$ cat config.mk
export PLATFORM = sky130hd
export DESIGN_NAME = byte_write_decoder
export DESIGN_NICKNAME = d
export VERILOG_FILES = /design/src/rtl/wdec_pkg.sv /design/src/rtl/wdec_region_match.sv /design/src/rtl/wdec_sram_map.sv /design/src/rtl/wdec_snd_ctrl.sv /design/src/rtl/byte_write_decoder.sv
export SDC_FILE = /design/constraint.sdc
export NUM_CORES = 1
export LEC_CHECK = 0
export CORE_MARGIN = 1
export CORE_UTILIZATION = 60
export CTS_BUF_LIST = sky130_fd_sc_hd__clkbuf_8
export CTS_CLUSTER_DIAMETER = 200
export DETAILED_ROUTE_END_ITERATION = 8
export DONT_BUFFER_PORTS = 1
export PLACE_DENSITY = 0.82
export SLEW_MARGIN = 20
export SYNTH_ARGS = -nofsm -noshare
export SYNTH_HDL_FRONTEND = slang
export SYNTH_SLANG_ARGS = --single-unit
$ cat constraint.sdc
create_clock -name clk -period 2.3 [get_ports clk]
set_clock_uncertainty 0.2 [all_clocks]
set_input_delay 0.115 -clock clk [delete_from_list [all_inputs] [get_ports clk]]
set_output_delay 0.115 -clock clk [all_outputs]
set_load 0.01 [all_outputs]
$ cat src/rtl/wdec_pkg.sv
package wdec_pkg;

    localparam int DEC_AW = 24;

    typedef enum logic [3:0] {
        T_WRAM,
        T_SND,
        T_IO,
        T_GRANT,
        T_SRST,
        T_VID,
        T_TONE,
        T_SRAM,
        T_NONE
    } tgt_e;

    typedef enum logic {
        SC_HELD,
        SC_RUN
    } snd_st_e;

    localparam logic [DEC_AW-1:0] WRAM_BASE = 24'hE00000;
    localparam logic [7:0]        SNDWIN_HI = 8'hA0;
    localparam logic [DEC_AW-1:0] IO_FIRST  = 24'hA10000;
    localparam logic [DEC_AW-1:0] IO_LAST   = 24'hA1001F;
    localparam logic [DEC_AW-1:0] GRANT_ADR = 24'hA11100;
    localparam logic [DEC_AW-1:0] SRST_ADR  = 24'hA11200;
    localparam logic [DEC_AW-1:0] VID_FIRST = 24'hC00000;
    localparam logic [DEC_AW-1:0] VID_LAST  = 24'hC0000F;
    localparam logic [DEC_AW-1:0] TONE_FIRST = 24'hC00011;
    localparam logic [DEC_AW-1:0] TONE_LAST  = 24'hC00017;

endpackage

$ cat src/rtl/wdec_region_match.sv
module wdec_region_match
    import wdec_pkg::*;
(
    input  logic [DEC_AW-1:0] addr,
    input  logic              sram_en,
    input  logic [DEC_AW-1:0] sram_start,
    input  logic [DEC_AW-1:0] sram_end,
    output tgt_e              tgt
);

    logic in_wram, in_snd, in_io, in_grant, in_srst, in_vid, in_tone, in_sram;

    always_comb begin
        in_wram  = (addr >= WRAM_BASE);
        in_snd   = (addr[DEC_AW-1:16] == SNDWIN_HI);
        in_io    = (addr >= IO_FIRST) && (addr <= IO_LAST);
        in_grant = (addr == GRANT_ADR);
        in_srst  = (addr == SRST_ADR);
        in_vid   = (addr >= VID_FIRST) && (addr <= VID_LAST);
        in_tone  = (addr >= TONE_FIRST) && (addr <= TONE_LAST) && addr[0];
        in_sram  = sram_en && (addr >= sram_start) && (addr < sram_end);
    end

    always_comb begin
        if (in_wram)       tgt = T_WRAM;
        else if (in_snd)   tgt = T_SND;
        else if (in_io)    tgt = T_IO;
        else if (in_grant) tgt = T_GRANT;
        else if (in_srst)  tgt = T_SRST;
        else if (in_vid)   tgt = T_VID;
        else if (in_tone)  tgt = T_TONE;
        else if (in_sram)  tgt = T_SRAM;
        else               tgt = T_NONE;
    end

endmodule

$ cat src/rtl/wdec_sram_map.sv
module wdec_sram_map
    import wdec_pkg::*;
#(
    parameter int SRAM_AW = 16
) (
    input  logic [DEC_AW-1:0]  addr,
    input  logic [DEC_AW-1:0]  sram_start,
    input  logic               sram_half,
    output logic [SRAM_AW-1:0] idx
);

    logic [DEC_AW-1:0] offset;

    assign offset = addr - sram_start;

    generate
        if (SRAM_AW + 1 < DEC_AW) begin : g_trunc
            logic unused_off_hi;
            assign unused_off_hi = ^offset[DEC_AW-1:SRAM_AW+1];
        end
    endgenerate

    always_comb begin
        if (sram_half) idx = offset[SRAM_AW:1];
        else           idx = offset[SRAM_AW-1:0];
    end

endmodule

$ cat src/rtl/wdec_snd_ctrl.sv
module wdec_snd_ctrl
    import wdec_pkg::*;
(
    input  logic clk,
    input  logic rst_n,
    input  logic grant_we,
    input  logic srst_we,
    input  logic bit0,
    output logic bus_grant,
    output logic snd_reset,
    output logic rst_pulse
);

    snd_st_e st_q, st_d;

    always_ff @(posedge clk or negedge rst_n) begin
        if (!rst_n) st_q <= SC_HELD;
        else        st_q <= st_d;
    end

    always_comb begin
        st_d = st_q;
        unique case (st_q)
            SC_HELD: if (srst_we && bit0)  st_d = SC_RUN;
            SC_RUN:  if (srst_we && !bit0) st_d = SC_HELD;
        endcase
    end

    always_ff @(posedge clk or negedge rst_n) begin
        if (!rst_n) begin
            bus_grant <= 1'b0;
            rst_pulse <= 1'b0;
        end else begin
            rst_pulse <= srst_we && !bit0;
            if (grant_we) bus_grant <= bit0;
        end
    end

    assign snd_reset = (st_q == SC_HELD);

    // a soft-reset pulse only appears while the machine is in SC_HELD
    a_r6_pulse_in_held: assert property (@(posedge clk) disable iff (!rst_n)
        rst_pulse |-> (st_q == SC_HELD));

    // without a grant write the grant bit keeps its value
    a_r5_grant_stable: assert property (@(posedge clk) disable iff (!rst_n)
        !grant_we |=> $stable(bus_grant));

endmodule

$ cat src/rtl/byte_write_decoder.sv
module byte_write_decoder
    import wdec_pkg::*;
#(
    parameter int ADDR_IN_W = 32,
    parameter int SRAM_AW   = 16
) (
    input  logic                 clk,
    input  logic                 rst_n,
    input  logic                 wr_en,
    input  logic [ADDR_IN_W-1:0] wr_addr,
    input  logic [7:0]           wr_data,
    input  logic                 sram_en,
    input  logic [23:0]          sram_start,
    input  logic [23:0]          sram_end,
    input  logic                 sram_half,
    output logic [7:0]           wr_byte,
    output logic                 wram_we,
    output logic [15:0]          wram_addr,
    output logic                 snd_we,
    output logic [14:0]          snd_addr,
    output logic                 io_we,
    output logic [4:0]           io_addr,
    output logic                 vid_we,
    output logic [4:0]           vid_sel,
    output logic [15:0]          vid_word,
    output logic                 tone_we,
    output logic                 sram_we,
    output logic [SRAM_AW-1:0]   sram_addr,
    output logic                 sram_dirty,
    output logic                 bus_grant,
    output logic                 snd_reset,
    output logic                 snd_reset_pulse,
    output logic                 unhandled
);

    logic [DEC_AW-1:0]  a24;
    tgt_e               tgt;
    logic [SRAM_AW-1:0] sram_idx;

    assign a24 = wr_addr[DEC_AW-1:0];

    generate
        if (ADDR_IN_W > DEC_AW) begin : g_hi
            logic unused_addr_hi;
            assign unused_addr_hi = ^wr_addr[ADDR_IN_W-1:DEC_AW];
        end
    endgenerate

    wdec_region_match u_match (
        .addr       (a24),
        .sram_en    (sram_en),
        .sram_start (sram_start),
        .sram_end   (sram_end),
        .tgt        (tgt)
    );

    wdec_sram_map #(.SRAM_AW(SRAM_AW)) u_map (
        .addr       (a24),
        .sram_start (sram_start),
        .sram_half  (sram_half),
        .idx        (sram_idx)
    );

    wdec_snd_ctrl u_snd (
        .clk       (clk),
        .rst_n     (rst_n),
        .grant_we  (wr_en && (tgt == T_GRANT)),
        .srst_we   (wr_en && (tgt == T_SRST)),
        .bit0      (wr_data[0]),
        .bus_grant (bus_grant),
        .snd_reset (snd_reset),
        .rst_pulse (snd_reset_pulse)
    );

    always_ff @(posedge clk or negedge rst_n) begin
        if (!rst_n) begin
            wram_we   <= 1'b0;
            snd_we    <= 1'b0;
            io_we     <= 1'b0;
            vid_we    <= 1'b0;
            tone_we   <= 1'b0;
            sram_we   <= 1'b0;
            unhandled <= 1'b0;
        end else begin
            wram_we   <= 1'b0;
            snd_we    <= 1'b0;
            io_we     <= 1'b0;
            vid_we    <= 1'b0;
            tone_we   <= 1'b0;
            sram_we   <= 1'b0;
            unhandled <= 1'b0;
            if (wr_en) begin
                unique case (tgt)
                    T_WRAM:  wram_we   <= 1'b1;
                    T_SND:   snd_we    <= 1'b1;
                    T_IO:    io_we     <= 1'b1;
                    T_VID:   vid_we    <= 1'b1;
                    T_TONE:  tone_we   <= 1'b1;
                    T_SRAM:  sram_we   <= 1'b1;
                    T_NONE:  unhandled <= 1'b1;
                    T_GRANT, T_SRST: ;
                    default: ;
                endcase
            end
        end
    end

    always_ff @(posedge clk or negedge rst_n) begin
        if (!rst_n) begin
            wr_byte   <= '0;
            wram_addr <= '0;
            snd_addr  <= '0;
            io_addr   <= '0;
            vid_sel   <= '0;
            vid_word  <= '0;
            sram_addr <= '0;
        end else if (wr_en) begin
            wr_byte   <= wr_data;
            wram_addr <= a24[15:0];
            snd_addr  <= a24[14:0];
            io_addr   <= a24[4:0];
            vid_sel   <= {a24[4:1], 1'b0};
            vid_word  <= {wr_data, wr_data};
            sram_addr <= sram_idx;
        end
    end

    always_ff @(posedge clk or negedge rst_n) begin
        if (!rst_n)                          sram_dirty <= 1'b0;
        else if (wr_en && (tgt == T_SRAM))   sram_dirty <= 1'b1;
    end

    // never more than one strobe per cycle
    a_r12_one_strobe: assert property (@(posedge clk) disable iff (!rst_n)
        $onehot0({wram_we, snd_we, io_we, vid_we, tone_we, sram_we, unhandled}));

    // an idle cycle leaves every strobe low in the next one
    a_r12_quiet_after_idle: assert property (@(posedge clk) disable iff (!rst_n)
        !wr_en |=> !(wram_we || snd_we || io_we || vid_we || tone_we ||
                     sram_we || unhandled || snd_reset_pulse));

    // modified flag never clears
    a_r10_dirty_sticky: assert property (@(posedge clk) disable iff (!rst_n)
        sram_dirty |=> sram_dirty);

    // a save-RAM strobe is always accompanied by the flag
    a_r10_dirty_with_write: assert property (@(posedge clk) disable iff (!rst_n)
        sram_we |-> sram_dirty);

endmodule

**Word level (Yosys, flattened, before mapping)**

Index checks and enable logic that the tools add are counted.

- Add/subtract/negate cells: 1
- Order comparisons: 9
- Equality and inequality tests: 11
- Muxes and demuxes: 26
- Bitwise gates (word level): 1
- Reduce and logical (&&, ||, !) cells: 13

Operators with widths:

| cell | number |
|---|---|
| 24-bit >= comparator, second input constant | 4 |
| 24-bit less-or-equal comparator, second input constant | 3 |
| 24-bit equality test, second input constant | 2 |
| 4-bit 2-to-1 mux | 8 |
| 24-bit >= comparator | 1 |
| 24-bit less-than comparator | 1 |
| 17-bit subtractor | 1 |
| 4-bit by 3-bit equality test with 1-bit output, second input constant | 4 |
| 1-bit 2-to-1 mux | 16 |
| 16-bit 2-to-1 mux | 1 |
| 1-bit logical AND | 11 |
| 4-bit by 2-bit equality test with 1-bit output, second input constant | 2 |
| 8-bit equality test, second input constant | 1 |
| 4-bit by 1-bit equality test with 1-bit output, second input constant | 1 |
| 4-bit equality test, second input constant | 1 |
| 4-bit zero test | 1 |
| 1-bit case mux with 2 select lines | 1 |
| 1-bit zero test | 1 |
| 1-bit NOT | 1 |

- Bits in registers: 91
- Input bits: 93
- Logic and storage cells: 79

**Logic depth before layout (Yosys ltp)**

Gate-level depths: netlist of the first run.

- Word-level depth: 16
- Gate-level depth with buffers: 10
- Mapped depth without buffers: 10

**Hierarchy**

Synthesis of the first run repeated with hierarchy kept, for this count alone.

- Cells, all modules: 504
- Area total of the unflattened synthesis: 4663.2 µm²

Modules (own cells, without submodules):

| module | times used | cells an instance | area each (µm²) | seq. area each (µm²) |
|---|---|---|---|---|
| byte_write_decoder | 1 | 151 | 2083.2 | 1201.2 |
| wdec_region_match | 1 | 201 | 1391.3 | 0.0 |
| wdec_sram_map | 1 | 145 | 1073.5 | 0.0 |
| wdec_snd_ctrl | 1 | 7 | 115.1 | 75.1 |

**Worst setup path before layout of the first run**

Ideal clock, no wire load.

- Path kind: input to register
- Start: input port wr_addr[0]
- End: register sram_dirty
- Library setup time: 75 ps
- Data arrival time: 1882 ps
- Required time: 2025 ps
- Path slack: 143 ps
- Stages: 10
- Path buffers: 0
- Cells stage by stage: inv_1 -> ha_1 -> fa_1 -> nor2b_1 -> o31a_1 -> o211a_1 -> a211oi_1 -> o31ai_1 -> a21boi_4 -> o21bai_2

- Longest elaborated chain between the ends: 13

RTL lines:

| item | RTL line | source |
|---|---|---|
| from (decl) | byte_write_decoder.sv:10 | `input logic [ADDR_IN_W-1:0] wr_addr,` |
| 24-bit >= comparator | wdec_region_match.sv:21 | `in_sram = sram_en && (addr >= sram_start) && (addr < sram_end);` |
| 1-bit logical AND (2 in a row) | wdec_region_match.sv:21 |  |
| 4-bit 2-to-1 mux | wdec_region_match.sv:32 | `else if (in_sram) tgt = T_SRAM;` |
| 4-bit 2-to-1 mux | wdec_region_match.sv:31 | `else if (in_tone) tgt = T_TONE;` |
| 4-bit 2-to-1 mux | wdec_region_match.sv:30 | `else if (in_vid) tgt = T_VID;` |
| 4-bit 2-to-1 mux | wdec_region_match.sv:29 | `else if (in_srst) tgt = T_SRST;` |
| 4-bit 2-to-1 mux | wdec_region_match.sv:28 | `else if (in_grant) tgt = T_GRANT;` |
| 4-bit 2-to-1 mux | wdec_region_match.sv:27 | `else if (in_io) tgt = T_IO;` |
| 4-bit 2-to-1 mux | wdec_region_match.sv:26 | `else if (in_snd) tgt = T_SND;` |
| 4-bit 2-to-1 mux (*) | wdec_region_match.sv:25 | `if (in_wram) tgt = T_WRAM;` |
| 4-bit by 3-bit equality test with 1-bit output (*) | byte_write_decoder.sv:130 | `else if (wr_en && (tgt == T_SRAM)) sram_dirty <= 1'b1;` |
| 1-bit logical AND (*) | byte_write_decoder.sv:130 |  |
| to (signal assigned) | byte_write_decoder.sv:129 | `if (!rst_n) sram_dirty <= 1'b0;` |
| to (signal assigned) | byte_write_decoder.sv:130 |  |
| to (decl) | byte_write_decoder.sv:29 | `output logic sram_dirty,` |

Mark *: on every way between the ends. The rest lies on a longest branch, timed or not.
A chain may end at the register's enable or synchronous reset.

**Worst setup path in the final report of the first run**

- Start: input port wr_addr[10]
- End: register io_we

- Longest elaborated chain between the ends: 14

RTL lines:

| item | RTL line | source |
|---|---|---|
| 24-bit >= comparator | wdec_region_match.sv:21 |  |
| 1-bit logical AND (2 in a row) | wdec_region_match.sv:21 |  |
| 4-bit 2-to-1 mux | wdec_region_match.sv:32 |  |
| 4-bit 2-to-1 mux | wdec_region_match.sv:31 |  |
| 4-bit 2-to-1 mux | wdec_region_match.sv:30 |  |
| 4-bit 2-to-1 mux | wdec_region_match.sv:29 |  |
| 4-bit 2-to-1 mux | wdec_region_match.sv:28 |  |
| 4-bit 2-to-1 mux | wdec_region_match.sv:27 |  |
| 4-bit 2-to-1 mux | wdec_region_match.sv:26 |  |
| 4-bit 2-to-1 mux (*) | wdec_region_match.sv:25 |  |
| 4-bit by 2-bit equality test with 1-bit output (*) | byte_write_decoder.sv:93 | `unique case (tgt)` |
| 1-bit 2-to-1 mux (*) | byte_write_decoder.sv:93 |  |
| 1-bit 2-to-1 mux (*) | byte_write_decoder.sv:92 | `if (wr_en) begin` |
| to (signal assigned) | byte_write_decoder.sv:79 | `io_we <= 1'b0;` |
| to (signal assigned) | byte_write_decoder.sv:87 | `io_we <= 1'b0;` |
| to (signal assigned) | byte_write_decoder.sv:96 | `T_IO: io_we <= 1'b1;` |
| to (decl) | byte_write_decoder.sv:21 | `output logic io_we,` |

Marked as above.

==> results.md, run 1 <==
| Parameter | This run | Unit |
|:---|:---|:---|
| Net total in the final layout | 616 | - |
| Critical path's largest stage delay | 0.62 | ns |
| Critical R2R Capture | wram_addr[5]$_DFFE_PN0P_ | - |
| Number of H-tree levels | 2 | - |
| Number of instances in the synthesized netlist | 454 | - |
| Number of nets produced by synthesis | 595 | - |
| Tot GR Track Use | 0.312 | - |
| Core box area | 6490 | sq um |
| Cell Pwr Density | 550 | nW/um^2 |
| Global placer's final weighted congestion | 0.901 | - |
| Sw Ratio | 0.340 | - |
| Final Instance Count excl. Fillers | 553 | - |
| Sink count of the clock tree | 51 | - |
| Number of flops mapped to enable cells by yosys | 0 | - |
| Number of buffers created by CTS | 5 | - |
| Commonest cells after routing, fill and taps aside | 53 x sky130_fd_sc_hd__inv_1, 51 x sky130_fd_sc_hd__dfrtp_1, 47 x sky130_fd_sc_hd__ha_1 | - |
| Predominant post-synthesis flop cell | sky130_fd_sc_hd__dfrtp_1 | - |
| Most common cell after layout, fill and taps aside | sky130_fd_sc_hd__inv_1 | - |
| 1st-pass router iterations | 9 | - |
| Most prevalent standard cell on the critical path | sky130_fd_sc_hd__dlygate4sd3_1 | - |
| Effective utilization at floorplan | 0.632 | - |
| CTS tree | built | - |
| Clock root buffer | sky130_fd_sc_hd__clkbuf_8 | - |
| Number of max-capacitance violations reported | 0 | - |
| Post-detailed-route wirelength per cell | 20.7 | um |
| Final setup violation count | 1 | - |
| Number of antenna cells inserted | 0 | - |
| Synthesized flop and latch total | 51 | - |
| Fraction of the yosys area taken by sequential cells | 0.311 | - |
| Number of vias per cell | 6.28 | - |
| Antenna violations before repair | 0 | - |
| Result of the run | finished with violations | - |
| HPWL after detailed placement | 7.72 | mm |
| Nature of the critical path startpoint | primary input | - |
| DRT Wirelength | 11.5 | mm |
| Clock group share of total power | 0.253 | - |
| Global-route wire length before repair | 17.4 | mm |
| Number of buffers added for setup after CTS | 0 | - |
| Worst max-slew margin expressed relative to the limit | 0.560 | - |
| Total number of vias | 3474 | - |
| Relative area change from synthesis to final layout | 12.8 | % |
| CP required | 2.28 | ns |
| Worst-case setup margin in the final layout | -0.0139 | ns |
| Total internal power | 0.00168 | W |
| Transition time at the pin with the least slew margin | 0.658 | ns |
| Largest delay contributor family on the critical path | buffers and inverters | - |
| Number of placement rows | 29 | - |
| Kind of critical path | primary input to register | - |
| Reg power frac | 0.465 | - |
| Post-synthesis cell type count | 56 | - |
| Largest net degree at the start of global routing | 52 | - |
| Worst slack on hold paths | 0.0827 | ns |
| Die span in x | 84.7 | um |
| Hold path depth | 3 | - |
| Type of the worst min-delay path | primary input to register | - |
| Post-placement setup slack | 0.00515 | ns |
| Maximum ir drop on the vdd rail | 0.331 | mV |
| RR Startpoint | wram_addr[5]$_DFFE_PN0P_ | - |
| YS warnings | 0 | - |
| Via count of the first global-routing pass | 3528 | - |
| Cell total after placement | 500 | - |
| Clock-pin transition on the worst setup and hold timing paths | 0.10 | ns |
| Top fanout value on the critical path | 5 | - |
| Worst path slowest cell | sky130_fd_sc_hd__dlygate4sd3_1 | - |
| Final hold violation count | 0 | - |
| Violation count after the first detailed-route iteration | 301 | - |
| Share of the clock period used by the worst path | 1.01 | - |
| Gr ovfl total | 0 | - |
| Fin. max-slew vios | 0 | - |
| Fin Setup TNS | -0.0139 | ns |
| Synthesized area divided by synthesized cell count | 9.05 | sq um |
| HP Start | sram_start[0] | - |
| End point of the most critical hold path | sram_addr[0]$_DFFE_PN0P_ | - |
| Cells traversed along the worst timing path | dlygate4sd3_1 > nor3_2 > dlygate4sd3_1 > nand4_1 > nand2_1 > nor2_1 > dlygate4sd3_1 | - |
| Min Clock Period, post-route | 2.31 | ns |
| Count of pins on the block boundary | 185 | - |
| Buffering stage count on the worst path with inverters included | 3 | - |
| DRC violation count after routing | 15 | - |
| Fraction of layout instances using a drive strength above 1 | 0.141 | - |
| Max Root-Sink Buffers | 2 | - |
| Share of flip-flops with an asynchronous set or reset after synthesis | 1.00 | - |
| Reg2Reg Depth | 2 | - |
| Count of input and output buffers | 0 | - |
| Kind of end point of the critical path | register | - |
| Pleak | 2.29 | nW |
| Crit path DAT | 2.30 | ns |
| Die span in y | 84.7 | um |
| Register-to-register setup slack | 0.63 | ns |
| Remaining antenna violation count | 0 | - |
| Failing checks | DRC, setup timing | - |
| Logic gate share of total power | 0.282 | - |
| Fmax | 0.432 | GHz |
| Synthesized area | 4110 | sq um |
| Switching power summed over all nets | 0.000866 | W |
| Die area | 7180 | sq um |
| Clock latency at the later pin of the worst-skew pair | 0.30 | ns |
## Yosys cell counts, types with 3 or more instances
cell type | instances | area, sq um
sky130_fd_sc_hd__a21o_1 | 8 | 60.1
sky130_fd_sc_hd__nand2_1 | 19 | 71.3
sky130_fd_sc_hd__o21ai_0 | 12 | 60.1
sky130_fd_sc_hd__dfrtp_1 | 51 | 1280
sky130_fd_sc_hd__o21ai_1 | 3 | 15.0
sky130_fd_sc_hd__a21oi_1 | 30 | 150
sky130_fd_sc_hd__nor4_1 | 4 | 25.0
sky130_fd_sc_hd__nand3_1 | 8 | 40.0
sky130_fd_sc_hd__xor2_1 | 7 | 61.3
sky130_fd_sc_hd__nor2_1 | 33 | 124
sky130_fd_sc_hd__nor2b_1 | 8 | 50.1
sky130_fd_sc_hd__o21a_1 | 4 | 30.0
sky130_fd_sc_hd__and3_1 | 4 | 25.0
sky130_fd_sc_hd__buf_1 | 3 | 11.3
sky130_fd_sc_hd__mux2i_1 | 6 | 60.1
sky130_fd_sc_hd__nor3_1 | 7 | 35.0
sky130_fd_sc_hd__nand2b_1 | 6 | 37.5
sky130_fd_sc_hd__buf_4 | 41 | 308
sky130_fd_sc_hd__xnor2_1 | 5 | 43.8
sky130_fd_sc_hd__inv_1 | 53 | 199
sky130_fd_sc_hd__nand4_1 | 12 | 75.1
sky130_fd_sc_hd__a211oi_1 | 7 | 52.6
sky130_fd_sc_hd__clkbuf_1 | 5 | 18.8
sky130_fd_sc_hd__a221o_1 | 3 | 30.0
sky130_fd_sc_hd__mux2_2 | 26 | 293
sky130_fd_sc_hd__ha_1 | 47 | 588
sky130_fd_sc_hd__a31oi_1 | 6 | 37.5
sky130_fd_sc_hd__a211o_1 | 3 | 26.3
## power groups by stage
stage                     clock network (W)  logic [W]  registers, W
after floorplan                           0   0.000595       0.00113
after global placement                    0   0.000553       0.00120
after detailed placement                  0   0.000574       0.00120
after CTS                          0.000654   0.000694       0.00119
after global routing               0.000680   0.000798       0.00120
final                              0.000644   0.000719       0.00119
## flip-flops by register name, summed over array words and instances, names as in the netlist, named ones only
register         cells
io_we                1
snd_we               1
sram_addr           16
sram_dirty           1
sram_we              1
tone_we              1
u_snd.bus_grant      1
u_snd.rst_pulse      1
unhandled            1
vid_we               1
vid_word             1
wr_byte              7
wram_addr           16
wram_we              1
## worst register-to-register path, cell delays in order (launching register included)
cell                            delay [ns]
sky130_fd_sc_hd__dfrtp_1              0.50
sky130_fd_sc_hd__mux2_2               0.30
sky130_fd_sc_hd__dlygate4sd3_1        0.56
## what timing repair did
| action | 4_1_cts | 5_1_grt |
|---|---|---|
| hold buffers | 44 | 0 |
| endpoints found under the hold margin | 102 | 0 |
| setup endpoints to repair | 0 | 7 |
| gates resized for setup | 0 | 6 |
## final cells by class
cell class                 count  area, sq um
clock buffer                   5         68.8
clock inverter                 3         43.8
fill                         489         1860
inverter                      53          199
multi-input combinational    301         2310
sequential                    51         1280
tap                           77         96.3
timing repair buffer          63          636
## kinds of logic after synthesis
logic type,after synthesis,share of synthesized area
AO/OA/AOI/OAI,94,0.153
XOR/XNOR,12,0.0256
adder cells (fa/ha/maj),48,0.148
buffers and inverters,102,0.131
flip-flops,51,0.311
multiplexers,33,0.0886
other,1,0.000913
AND/OR/NAND/NOR,113,0.143
## worst max path at each step
stage | from | endpoint | slack (ns) | depth (start not counted)
after floorplan | wr_addr[0] | sram_dirty$_DFFE_PN0P_ | 0.14 | 10
after global placement | wr_addr[0] | sram_addr[14]$_DFFE_PN0P_ | 0.04 | 10
after detailed placement | wr_addr[0] | sram_dirty$_DFFE_PN0P_ | 0.005 | 11
after CTS | wr_addr[16] | register | 0.03 | 8
after global routing | wr_addr[22] | snd_we$_DFF_PN0_ | -0.01 | 8
final | wr_addr[10] | io_we$_DFF_PN0_ | -0.01 | 7
## metrics by stage
step / power [W] / util / cell area (sq um)
after floorplan: 0.00173 / - / 4110
after global placement: 0.00175 / 0.616 / 4000
after detailed placement: 0.00178 / 0.616 / 4000
after CTS: 0.00253 / 0.705 / 4580
after global routing: 0.00268 / 0.713 / 4630
final: 0.00255 / 0.713 / 4630
## metal layers
| metal | wire length, um | up-vias | global-route usage |
|---|---|---|---|
| met5 | 0 | - | 0 |
| met4 | 321 | 0 | 0.103 |
| met3 | 1040 | 36 | 0.0728 |
| met2 | 5680 | 215 | 0.557 |
| met1 | 4410 | 1628 | 0.370 |
| li1 | - | 1595 | - |
Power figures use the tool's default switching activity.
==> run 2, diff against run 1 <==
- CORE_UTILIZATION: 60 -> 55
- GPL_TIMING_DRIVEN: not set -> 0
- PLACE_DENSITY: 0.82 -> 0.76
==> results.md, run 2 (synthesis results as in run 1) <==
| Parameter | This run | Unit | Delta |
|:---|:---|:---|:---|
| Result of the run | finished with violations | - |  |
| Failing checks | setup timing | - |  |
| Kind of end point of the critical path | register | - |  |
| Clock-pin transition on the worst setup and hold timing paths | 0.09 | ns | about the same |
| Final Instance Count excl. Fillers | 602 | - | +8.9% |
| Number of placement rows | 31 | - | +6.9% |
| Count of input and output buffers | 0 | - | unchanged |
| Largest net degree at the start of global routing | 52 | - | unchanged |
| Clock root buffer | sky130_fd_sc_hd__clkbuf_8 | - |  |
| Final setup violation count | 2 | - | +1 |
| Fin Setup TNS | -0.0148 | ns | -0.000861 ns |
| Transition time at the pin with the least slew margin | 0.727 | ns | +0.0687 ns |
| Nature of the critical path startpoint | primary input | - |  |
| CTS tree | built | - |  |
| Total number of vias | 3535 | - | +1.8% |
| Number of H-tree levels | 2 | - | unchanged |
| Final hold violation count | 0 | - | unchanged |
| Top fanout value on the critical path | 5 | - | unchanged |
| Number of vias per cell | 5.87 | - | -6.5% |
| Tot GR Track Use | 0.285 | - | -0.0271 |
| Fin. max-slew vios | 0 | - | unchanged |
| 1st-pass router iterations | 4 | - | -5 |
| Type of the worst min-delay path | primary input to register | - |  |
| Post-detailed-route wirelength per cell | 18.8 | um | -9.1% |
| Die span in x | 88.4 | um | +4.3% |
| Fraction of layout instances using a drive strength above 1 | 0.181 | - | +0.0402 |
| Maximum ir drop on the vdd rail | 0.286 | mV | -14% |
| Top flop regs | sram_addr: 16 flops, wram_addr: 16 flops, wr_byte: 7 flops | - |  |
| Commonest cells after routing, fill and taps aside | 53 x sky130_fd_sc_hd__inv_1, 51 x sky130_fd_sc_hd__dfrtp_1, 47 x sky130_fd_sc_hd__ha_1 | - |  |
| Clock latency at the later pin of the worst-skew pair | 0.30 | ns | about the same |
| Fmax | 0.432 | GHz | about the same |
| Min Clock Period, post-route | 2.31 | ns | -0.00178 ns |
| Worst path slowest cell | sky130_fd_sc_hd__dlygate4sd3_1 | - |  |
| Net total in the final layout | 643 | - | +4.4% |
| Count of pins on the block boundary | 185 | - | unchanged |
| Total internal power | 0.00161 | W | -4.4% |
| Sink count of the clock tree | 51 | - | unchanged |
| Core box area | 7250 | sq um | +12% |
| Relative area change from synthesis to final layout | 15.7 | % |  |
| HPWL after detailed placement | 8.26 | mm | +7.0% |
| Remaining antenna violation count | 0 | - | unchanged |
| Effective utilization at floorplan | 0.566 | - | -0.0661 |
| Critical path's largest stage delay | 0.59 | ns | -0.03 ns |
| Cell total after placement | 553 | - | +11% |
| Post-placement setup slack | -0.163 | ns | -0.168 ns |
| Most common cell after layout, fill and taps aside | sky130_fd_sc_hd__inv_1 | - |  |
| Reg power frac | 0.462 | - | -0.003 |
| Clock group share of total power | 0.212 | - | -0.041 |
| Number of buffers created by CTS | 5 | - | unchanged |
| Die area | 7820 | sq um | +8.9% |
| Antenna violations before repair | 0 | - | unchanged |
| CP required | 2.33 | ns | +0.05 ns |
| Logic gate share of total power | 0.327 | - | +0.045 |
| Worst-case setup margin in the final layout | -0.0121 | ns | +0.00178 ns |
| DRT Wirelength | 11.3 | mm | -1.1% |
| Max Root-Sink Buffers | 2 | - | unchanged |
| Worst max-slew margin expressed relative to the limit | 0.515 | - | -0.0443 |
| Cells traversed along the worst timing path | dlygate4sd3_1 > or3_1 > nor3_1 > nand4_1 > nor3_1 > dlygate4sd3_1 | - |  |
| Violation count after the first detailed-route iteration | 165 | - | -45% |
| DRC violation count after routing | 0 | - | -15 |
| Kind of critical path | primary input to register | - |  |
| Worst slack on hold paths | 0.0184 | ns | -0.0643 ns |
| Final Power | 0.00248 | W | -2.8% |
| Sw Ratio | 0.350 | - | +0.0106 |
| Global placer's final weighted congestion | 0.915 | - | +1.6% |
| Switching power summed over all nets | 0.000868 | W | +0.20% |
| Share of the clock period used by the worst path | 1.01 | - | about the same |
| Number of antenna cells inserted | 0 | - | unchanged |
| Via count of the first global-routing pass | 3420 | - | -3.1% |
| Largest delay contributor family on the critical path | buffers and inverters | - |  |
| Crit path DAT | 2.34 | ns | +0.04 ns |
| Number of max-capacitance violations reported | 0 | - | unchanged |
| Cell Pwr Density | 521 | nW/um^2 | -5.3% |
| Die span in y | 88.4 | um | +4.3% |
| Buffering stage count on the worst path with inverters included | 2 | - | -1 |
| Global-route wire length before repair | 16.8 | mm | -3.4% |
| Gr ovfl total | 0 | - | unchanged |
| Pleak | 2.36 | nW | +2.7% |
-- run 2: cell count changes in the layout (fill, tap and decap cells not counted), sizes merged --
cell	change
buf	+28
bufinv	-1
clkbuf	+4
dlygate4sd3	-2
dlymetal6s4s	-3
inv	+1
-- run 2: power by group through the flow --
| stage | logic, W | clock network (W) | registers, W |
|---|---|---|---|
| floorplan | 0.000595 | 0 | 0.00113 |
| global placement | 0.000697 | 0 | 0.00116 |
| detailed placement | 0.000713 | 0 | 0.00116 |
| CTS | 0.000800 | 0.000541 | 0.00114 |
| global route | 0.000892 | 0.000578 | 0.00116 |
| finish | 0.000809 | 0.000524 | 0.00114 |
-- run 2: cell type report --
type,count,area [sq um]
clock buffer,5,68.8
buffer,49,338
tap,99,124
fill,592,2500
inverter,53,199
sequential,51,1280
timing repair buffer,41,420
multi-input combinational,301,2310
clock inverter,3,18.8
-- run 2: worst paths after layout --
check / from / to / slack [ns] / cells after the start
min in group asynchronous: rst_n / wr_byte[4]$_DFFE_PN0P_ / 0.14 / 2
max in group asynchronous: rst_n / wram_addr[13]$_DFFE_PN0P_ / 1.52 / 2
max: wr_addr[10] / vid_we$_DFF_PN0_ / -0.01 / 6
max reg2reg: wram_addr[10]$_DFFE_PN0P_ / wram_addr[10]$_DFFE_PN0P_ / 0.72 / 2
min reg2reg: sram_dirty$_DFFE_PN0P_ / sram_dirty$_DFFE_PN0P_ / 0.37 / 1
min: wr_addr[23] / unhandled$_DFF_PN0_ / 0.02 / 4
-- run 2: through the flow --
step	util	cell area, sq um
floorplan	-	4110
finish	0.656	4750
CTS	0.650	4720
global route	0.656	4750
global placement	0.583	4230
detailed placement	0.583	4230
-- run 2: timing repair --
item / in CTS / in global routing
hold buffers: 38 / 0
resized for setup: 0 / 3
setup buffers: 0 / 3
setup endpoints to repair: 0 / 5
endpoints found under the hold margin: 86 / 0
-- run 2: per-layer routing --
metal	vias to the layer above	share of wire	wire (um)	global-route usage
met5	-	0	0	0
met4	0	0.028	320	0.0968
met1	1670	0.38	4340	0.330
li1	1649	-	-	-
met2	192	0.49	5570	0.506
met3	24	0.096	1090	0.0802
-- run 2: worst reg2reg max path, delay by kind of cell (launching register included) --
family	cells	cell delay [ns]
buf+inv	1	0.56
flops	1	0.44
mux	1	0.27
